**src/rtl/tc_pkg.sv**
```systemverilog
package tc_pkg;
   typedef enum logic [1:0] {
      TC_RELOAD    = 2'd0,
      TC_FREE      = 2'd1,
      TC_CLR_ASYNC = 2'd2,
      TC_CLR_SYNC  = 2'd3
   } tc_mode_e;
endpackage

```
**src/rtl/tc_stage.sv**
```systemverilog
module tc_stage #(
   parameter int SW = 4
) (
   input  logic          clk,
   input  logic          rst_n,
   input  logic          clr,
   input  logic          load,
   input  logic          en,
   input  logic [SW-1:0] d,
   output logic [SW-1:0] q,
   output logic          tc
);
   always_ff @(posedge clk or negedge rst_n) begin
      if (!rst_n)    q <= '0;
      else if (clr)  q <= '0;
      else if (load) q <= d;
      else if (en)   q <= q + SW'(1);
   end

   assign tc = en & (&q);

   // a slice without enable, clear or load holds its value
   a_r5_hold_idle: assert property (@(posedge clk) disable iff (!rst_n)
      (!en && !clr && !load) |=> $stable(q));
endmodule

```
**src/rtl/tc_decode.sv**
```systemverilog
module tc_decode
   import tc_pkg::*;
#(
   parameter int       W      = 4,
   parameter tc_mode_e MODE   = TC_RELOAD,
   parameter int       DETECT = 9
) (
   input  logic [W-1:0] count,
   input  logic         top_tc,
   output logic         reload,
   output logic         clear,
   output logic         wrap
);
   localparam logic [W-1:0] HIT_V  = W'(DETECT);
   localparam logic [W-1:0] LAST_V = W'(DETECT - 1);

   generate
      if (MODE == TC_RELOAD) begin : g_reload
         assign reload = top_tc;
         assign clear  = 1'b0;
         assign wrap   = top_tc;
      end else if (MODE == TC_FREE) begin : g_free
         assign reload = 1'b0;
         assign clear  = 1'b0;
         assign wrap   = top_tc;
      end else if (MODE == TC_CLR_ASYNC) begin : g_async
         // the decoded state is cleared as soon as it would appear,
         // so the clear is folded into the edge that would enter it
         assign reload = 1'b0;
         assign clear  = (count == LAST_V);
         assign wrap   = clear;
      end else begin : g_sync
         assign reload = 1'b0;
         assign clear  = (count == HIT_V);
         assign wrap   = clear;
      end
   endgenerate
endmodule

```
**src/rtl/trunc_counter.sv**
```systemverilog
module trunc_counter
   import tc_pkg::*;
#(
   parameter int       STAGE_W = 4,
   parameter int       STAGES  = 1,
   parameter tc_mode_e MODE    = TC_RELOAD,
   parameter int       PRESET  = 9,
   parameter int       DETECT  = 9
) (
   input  logic                      clk,
   input  logic                      rst_n,
   input  logic                      load_req,
   output logic [STAGE_W*STAGES-1:0] count,
   output logic                      wrap
);
   localparam int           W       = STAGE_W * STAGES;
   localparam logic [W-1:0] PRE_V   = W'(PRESET);
   localparam logic [W-1:0] START_V = (MODE == TC_RELOAD) ? PRE_V : '0;

   generate
      if (STAGE_W < 1 || STAGES < 1) begin : g_bad_shape
         $error("trunc_counter: STAGE_W and STAGES must be at least 1");
      end
      if (PRESET < 0 || PRESET >= (1 << W)) begin : g_bad_preset
         $error("trunc_counter: PRESET out of range");
      end
      if (MODE == TC_CLR_ASYNC || MODE == TC_CLR_SYNC) begin : g_chk_det
         if (DETECT < 2 || DETECT >= (1 << W)) begin : g_bad_detect
            $error("trunc_counter: DETECT out of range");
         end
      end
   endgenerate

   logic [STAGES:0] carry;
   logic            reload, clear, load_all;

   assign carry[0] = 1'b1;
   assign load_all = load_req | reload;

   generate
      for (genvar i = 0; i < STAGES; i++) begin : g_slice
         tc_stage #(.SW(STAGE_W)) u_slice (
            .clk  (clk),
            .rst_n(rst_n),
            .clr  (clear),
            .load (load_all),
            .en   (carry[i]),
            .d    (PRE_V[i*STAGE_W +: STAGE_W]),
            .q    (count[i*STAGE_W +: STAGE_W]),
            .tc   (carry[i+1])
         );
      end
   endgenerate

   tc_decode #(.W(W), .MODE(MODE), .DETECT(DETECT)) u_dec (
      .count (count),
      .top_tc(carry[STAGES]),
      .reload(reload),
      .clear (clear),
      .wrap  (wrap)
   );

   a_r2_step_by_one: assert property (@(posedge clk) disable iff (!rst_n)
      (!wrap && !load_req) |=> count == $past(count) + W'(1));

   a_r3_load_preset: assert property (@(posedge clk) disable iff (!rst_n)
      (load_req && !wrap) |=> count == PRE_V);

   // the state after wrap is always the cycle start
   a_r9_wrap_restart: assert property (@(posedge clk) disable iff (!rst_n)
      wrap |=> (count == START_V && !wrap));

   generate
      if (MODE == TC_CLR_ASYNC) begin : g_a_async
         a_r7_hidden_state: assert property (@(posedge clk) disable iff (!rst_n)
            count != W'(DETECT));
      end
   endgenerate
endmodule

```
**config.mk**
```make
export PLATFORM = sky130hd
export DESIGN_NAME = trunc_counter
export DESIGN_NICKNAME = d
export VERILOG_FILES = /design/src/rtl/tc_pkg.sv /design/src/rtl/tc_stage.sv /design/src/rtl/tc_decode.sv /design/src/rtl/trunc_counter.sv
export SDC_FILE = /design/constraint.sdc
export NUM_CORES = 1
export LEC_CHECK = 0
export BUFFER_PORTS_ARGS = -buffer_cell sky130_fd_sc_hd__clkbuf_2
export CAP_MARGIN = 20
export CELL_PAD_IN_SITES_DETAIL_PLACEMENT = 1
export CELL_PAD_IN_SITES_GLOBAL_PLACEMENT = 2
export CORE_AREA = 2 2 39 41
export DETAILED_ROUTE_END_ITERATION = 8
export DIE_AREA = 0 0 41 43
export PLACE_DENSITY = 0.58
export SYNTH_ARGS = -nofsm -noshare
export SYNTH_HDL_FRONTEND = slang
export SYNTH_HIERARCHICAL = 1
export SYNTH_SLANG_ARGS = --single-unit
```
**constraint.sdc**
```tcl
create_clock -name clk -period 1.55 [get_ports clk]
set_input_delay 0 -clock clk [delete_from_list [all_inputs] [get_ports clk]]
set_output_delay 0 -clock clk [all_outputs]
set_load 0.01 [all_outputs]
```
==> tab_implementation.tex <==
\begin{tabular}{lr}
\hline
Metric & Value \\
\hline
\multicolumn{2}{l}{\textbf{Layout}} \\
Flip-flop count of the largest register, all copies and words added & 4 \\
Fin cells & 60 \\
Area of the multi-input gates & approximately 160 µm² \\
Seq. cell area & 100.1 µm² \\
Register with the most flip-flops & g\_slice.u\_slice/q \\
Post-route design area & around 360 µm² \\
Biggest regs & g\_slice.u\_slice/q (4) \\
Layout cells sized above 1 & between 20\% and 30\% \\
Number of inserted filler cells in the final layout & approximately 170 \\
Synth-to-Final Area Change & 31.19\% \\
Number of diodes & 0 \\
Final nets & 50 \\
\multicolumn{2}{l}{\textbf{STA}} \\
Ratio of final minimum period to clock period & between 90\% and 100\% \\
Tmin final & 1.405 ns \\
Count of final hold-check violations & 0 \\
Max Fclk & about 700 MHz \\
Number of setup violations in the final report & 0 \\
Worst Hold Slack & $\sim$0.1 ns \\
Slew Viols, Final & 0 \\
Worst Slack Setup Final & 0.1446 ns \\
Sum of negative setup slack & 0 ns \\
Setup repair after global routing missed its margin & false \\
Worst Clk Skew & about 0.0018 ns \\
\multicolumn{2}{l}{\textbf{Setup path}} \\
Worst reg2reg setup slack & 0.14 ns \\
CP endpoint kind & flip-flop \\
Worst setup path category & reg -> reg \\
Crit start category & flip-flop \\
Arrival time of the worst setup path & around 1.6 ns \\
Required time of the critical path & 1.73 ns \\
Worst R2R End & g\_slice[0].u\_slice/q[2] \\
Depth of the worst register-to-register path & 6 \\
Peak fanout along the critical path & 6 \\
Worst flop-to-flop path startpoint & g\_slice[0].u\_slice/q[0] \\
\multicolumn{2}{l}{\textbf{Clock tree}} \\
Clock Sink Count & 4 \\
Post-CTS setup-driven buffer insertion count & 0 \\
TritonCTS clock tree & yes \\
Clock H-tree levels & 1 \\
Number of buffers created by CTS & 3 \\
Clock latency on the worst-skew pair & 0.24 ns \\
Clk pin slew, worst setup/hold paths & $\sim$0.040 ns \\
Clock Root Buffer & sky130\_fd\_sc\_hd\_\_clkbuf\_4 \\
Number of buffers between clock root and the deepest sink & 2 \\
\multicolumn{2}{l}{\textbf{Global route}} \\
Met3 layer usage reported by global route & between 4 and 5\% \\
Total global routing track utilization & under 10\% \\
Most congested layer reported by global routing & met2 \\
Antenna violations before repair & 0 \\
Vias in the first global route & roughly 220 \\
Global Route met1 Usage & 6.885\% \\
First-pass GRT wire length & around 800 µm \\
Maximum number of pins on one net before global-route repair & 7 \\
Total overflow reported by the global router & 0 \\
Global routing usage on met2 & 10.94\% \\
\multicolumn{2}{l}{\textbf{Synth}} \\
Commonest cells in the synthesized netlist & sky130\_fd\_sc\_hd\_\_dfrtp\_1 (4), sky130\_fd\_sc\_hd\_\_buf\_4 (3), sky130\_fd\_sc\_hd\_\_conb\_1 (3), sky130\_fd\_sc\_hd\_\_nor2\_1 (3) \\
Simple-gate share of the synthesized area & about 11\% \\
Post-synthesis instance area & about 270 µm² \\
Average size of a mapped cell & approximately 8.8 µm² \\
Multiplexer share of the synthesized area & $\sim$11\% \\
Fraction of the mapped netlist area in compound gates & approximately 9\% \\
Cell with the most instances after synthesis & sky130\_fd\_sc\_hd\_\_dfrtp\_1 \\
Cell count after synthesis & 31 \\
Area share of the leading cell type in the synthesized netlist & 36.70\% \\
Register area share after synthesis & between 30\% and 40\% \\
Share of synthesized registers carrying an async set or reset & 100.0\% \\
Parity-gate share of the synthesized area counting xor and xnor cells & under 10\% \\
Top\_reg\_cell synth & sky130\_fd\_sc\_hd\_\_dfrtp\_1 \\
Number of enable flip-flop cells after synthesis & 0 \\
Library cells used by synthesis & 16 \\
Largest cells by area after synthesis & sky130\_fd\_sc\_hd\_\_dfrtp\_1 (37\%), sky130\_fd\_sc\_hd\_\_buf\_4 (8.3\%), sky130\_fd\_sc\_hd\_\_mux2i\_1 (7.3\%), sky130\_fd\_sc\_hd\_\_xnor2\_1 (6.4\%), sky130\_fd\_sc\_hd\_\_o21a\_1 (5.5\%) \\
Dominant combinational cell family by area after synthesis & buffers and inverters \\
Yosys warning count & 6 \\
Cell type contributing the most total cell area after synthesis & sky130\_fd\_sc\_hd\_\_dfrtp\_1 \\
Adder-cell share of the synthesized area & under 10\% \\
Synthesized flop and latch total & 4 \\
\multicolumn{2}{l}{\textbf{Die}} \\
Starting density of the core & 19.71\% \\
Number of rows in the core area & 14 \\
Die extent in y & 43 µm \\
Die extent in x & 41 µm \\
Placeable core region & 1384 µm² \\
IO Pins & 8 \\
Area enclosed by the die boundary & between 1500 and 2000 µm² \\
\multicolumn{2}{l}{\textbf{Drt}} \\
First-iteration detailed-routing DRC count & 0 \\
Mean routed wirelength per cell & 8.333 µm \\
Post-detailed-route count of antenna-violating nets & 0 \\
Number of vias per cell after detailed routing & between 3 and 4 \\
Detailed Route WL & 500 µm \\
Number of remaining DRC errors & 0 \\
Via Count & 215 \\
Detailed-routing iteration count for the pre-antenna-repair pass & 1 \\
\multicolumn{2}{l}{\textbf{Placed design}} \\
Cell count after placement & between 50 and 60 \\
Post-DP HPWL & between 300 and 400 µm \\
Placed cell area & between 300 and 400 µm² \\
Post-place setup slack & 0.07183 ns \\
Buffers on Ports & 7 \\
Final weighted congestion in routability-driven placement & 0.6324 \\
\multicolumn{2}{l}{\textbf{Outcome}} \\
Outcome & finished clean \\
\multicolumn{2}{l}{\textbf{Worst hold path}} \\
Class of the tightest hold or removal check & in -> async \\
\multicolumn{2}{l}{\textbf{Power}} \\
Worst-case vdd ir drop & between 0.15 and 0.2 mV \\
Internal & around 230 µW \\
P\_sw & about 83 µW \\
Cell area power density & between 800 and 900 nW/µm² \\
Power share of the sequential group & between 30\% and 40\% \\
Clock share of power & 43.7\% \\
Sw Share & between 20\% and 30\% \\
Proportion of power drawn by combinational gates & 16.9\% \\
Leak pwr & roughly 0.00020 µW \\
\multicolumn{2}{l}{\textbf{Job}} \\
Number of max-cap violations & 0 \\
\hline
\end{tabular}
## cells by family after synthesis
logic type / after synthesis
and+or+nand+nor: 7
DFF: 4
AOI/OAI and AO/OA: 4
buffers and inverters: 6
xor gates and xnor gates: 3
muxes: 3
other: 3
adders and majority gates: 1
## placed cells by master, fill, tap and decap left out, drive strengths merged
master       synthesis  routed
dlygate4sd3          0       1
dfrtp                4       4
nor2                 3       3
nand4                1       1
mux2i                2       2
nand2                2       2
conb                 3       9
o21a                 2       2
clkbuf               0      10
xor2                 1       1
or2                  1       1
ha                   1       1
xnor2                2       2
a21oi                2       2
inv                  2       2
mux2                 1       1
## worst max-delay path, stage by stage (launching register included)
cell,delay [ns]
sky130_fd_sc_hd__dfrtp_1,0.41
sky130_fd_sc_hd__ha_1,0.21
sky130_fd_sc_hd__nand2_1,0.10
sky130_fd_sc_hd__nor2_1,0.07
sky130_fd_sc_hd__or2_4,0.28
sky130_fd_sc_hd__a21oi_1,0.15
sky130_fd_sc_hd__o21a_1,0.13
## metrics by stage
step	utilization (%)	total power, µW
6_report	25.86	309.5
5_1_grt	25.86	328.8
4_1_cts	25.68	316.0
3_5_place_dp	23.33	172.7
3_3_place_gp	23.33	171.0
2_1_floorplan	-	157.5
## area by class of cell
| class | count | share of cell area, % |
|---|---|---|
| Clock buffer | 3 | 6.294 |
| Sequential cell | 4 | 27.97 |
| Timing Repair Buffer | 8 | 12.59 |
| Multi-Input combinational cell | 27 | 45.45 |
| Tap cell | 16 | 5.594 |
| Inverter | 2 | 2.098 |
## worst max-delay path by stage
stage                                       start                      end  slack (ns)  cells past startpoint
final                     g_slice[0].u_slice/q[0]  g_slice[0].u_slice/q[2]        0.14                      6
after floorplan           g_slice[0].u_slice/q[0]  g_slice[0].u_slice/q[2]      0.0008                      8
after CTS                 g_slice[0].u_slice/q[0]  g_slice[0].u_slice/q[2]        0.05                      6
after detailed placement  g_slice[0].u_slice/q[0]  g_slice[0].u_slice/q[2]        0.07                      6
after global placement    g_slice[0].u_slice/q[0]  g_slice[0].u_slice/q[2]         0.1                      6
after global routing      g_slice[0].u_slice/q[0]  g_slice[0].u_slice/q[2]        0.04                      6
## timing repair
action	in CTS	in global routing
hold buffers	1	0
hold endpoints to repair	4	0
gates resized for setup	0	1
setup endpoints to repair	0	2
## metal layers
layer,part of all wire (%),wire length (µm)
met4,3.4,17
met5,0,0
met1,38,192
met2,51,255
met3,6.8,34
## power groups by stage
stage / combinational (µW) / sequential [µW] / clock [µW]
detailed placement: 48.9 / 124 / 0
global route: 59.8 / 124 / 145
floorplan: 31.6 / 126 / 0
global placement: 48.3 / 123 / 0
CTS: 51.3 / 122 / 142
finish: 52.4 / 122 / 135
No activity file was read; power rests on OpenSTA's default activity.
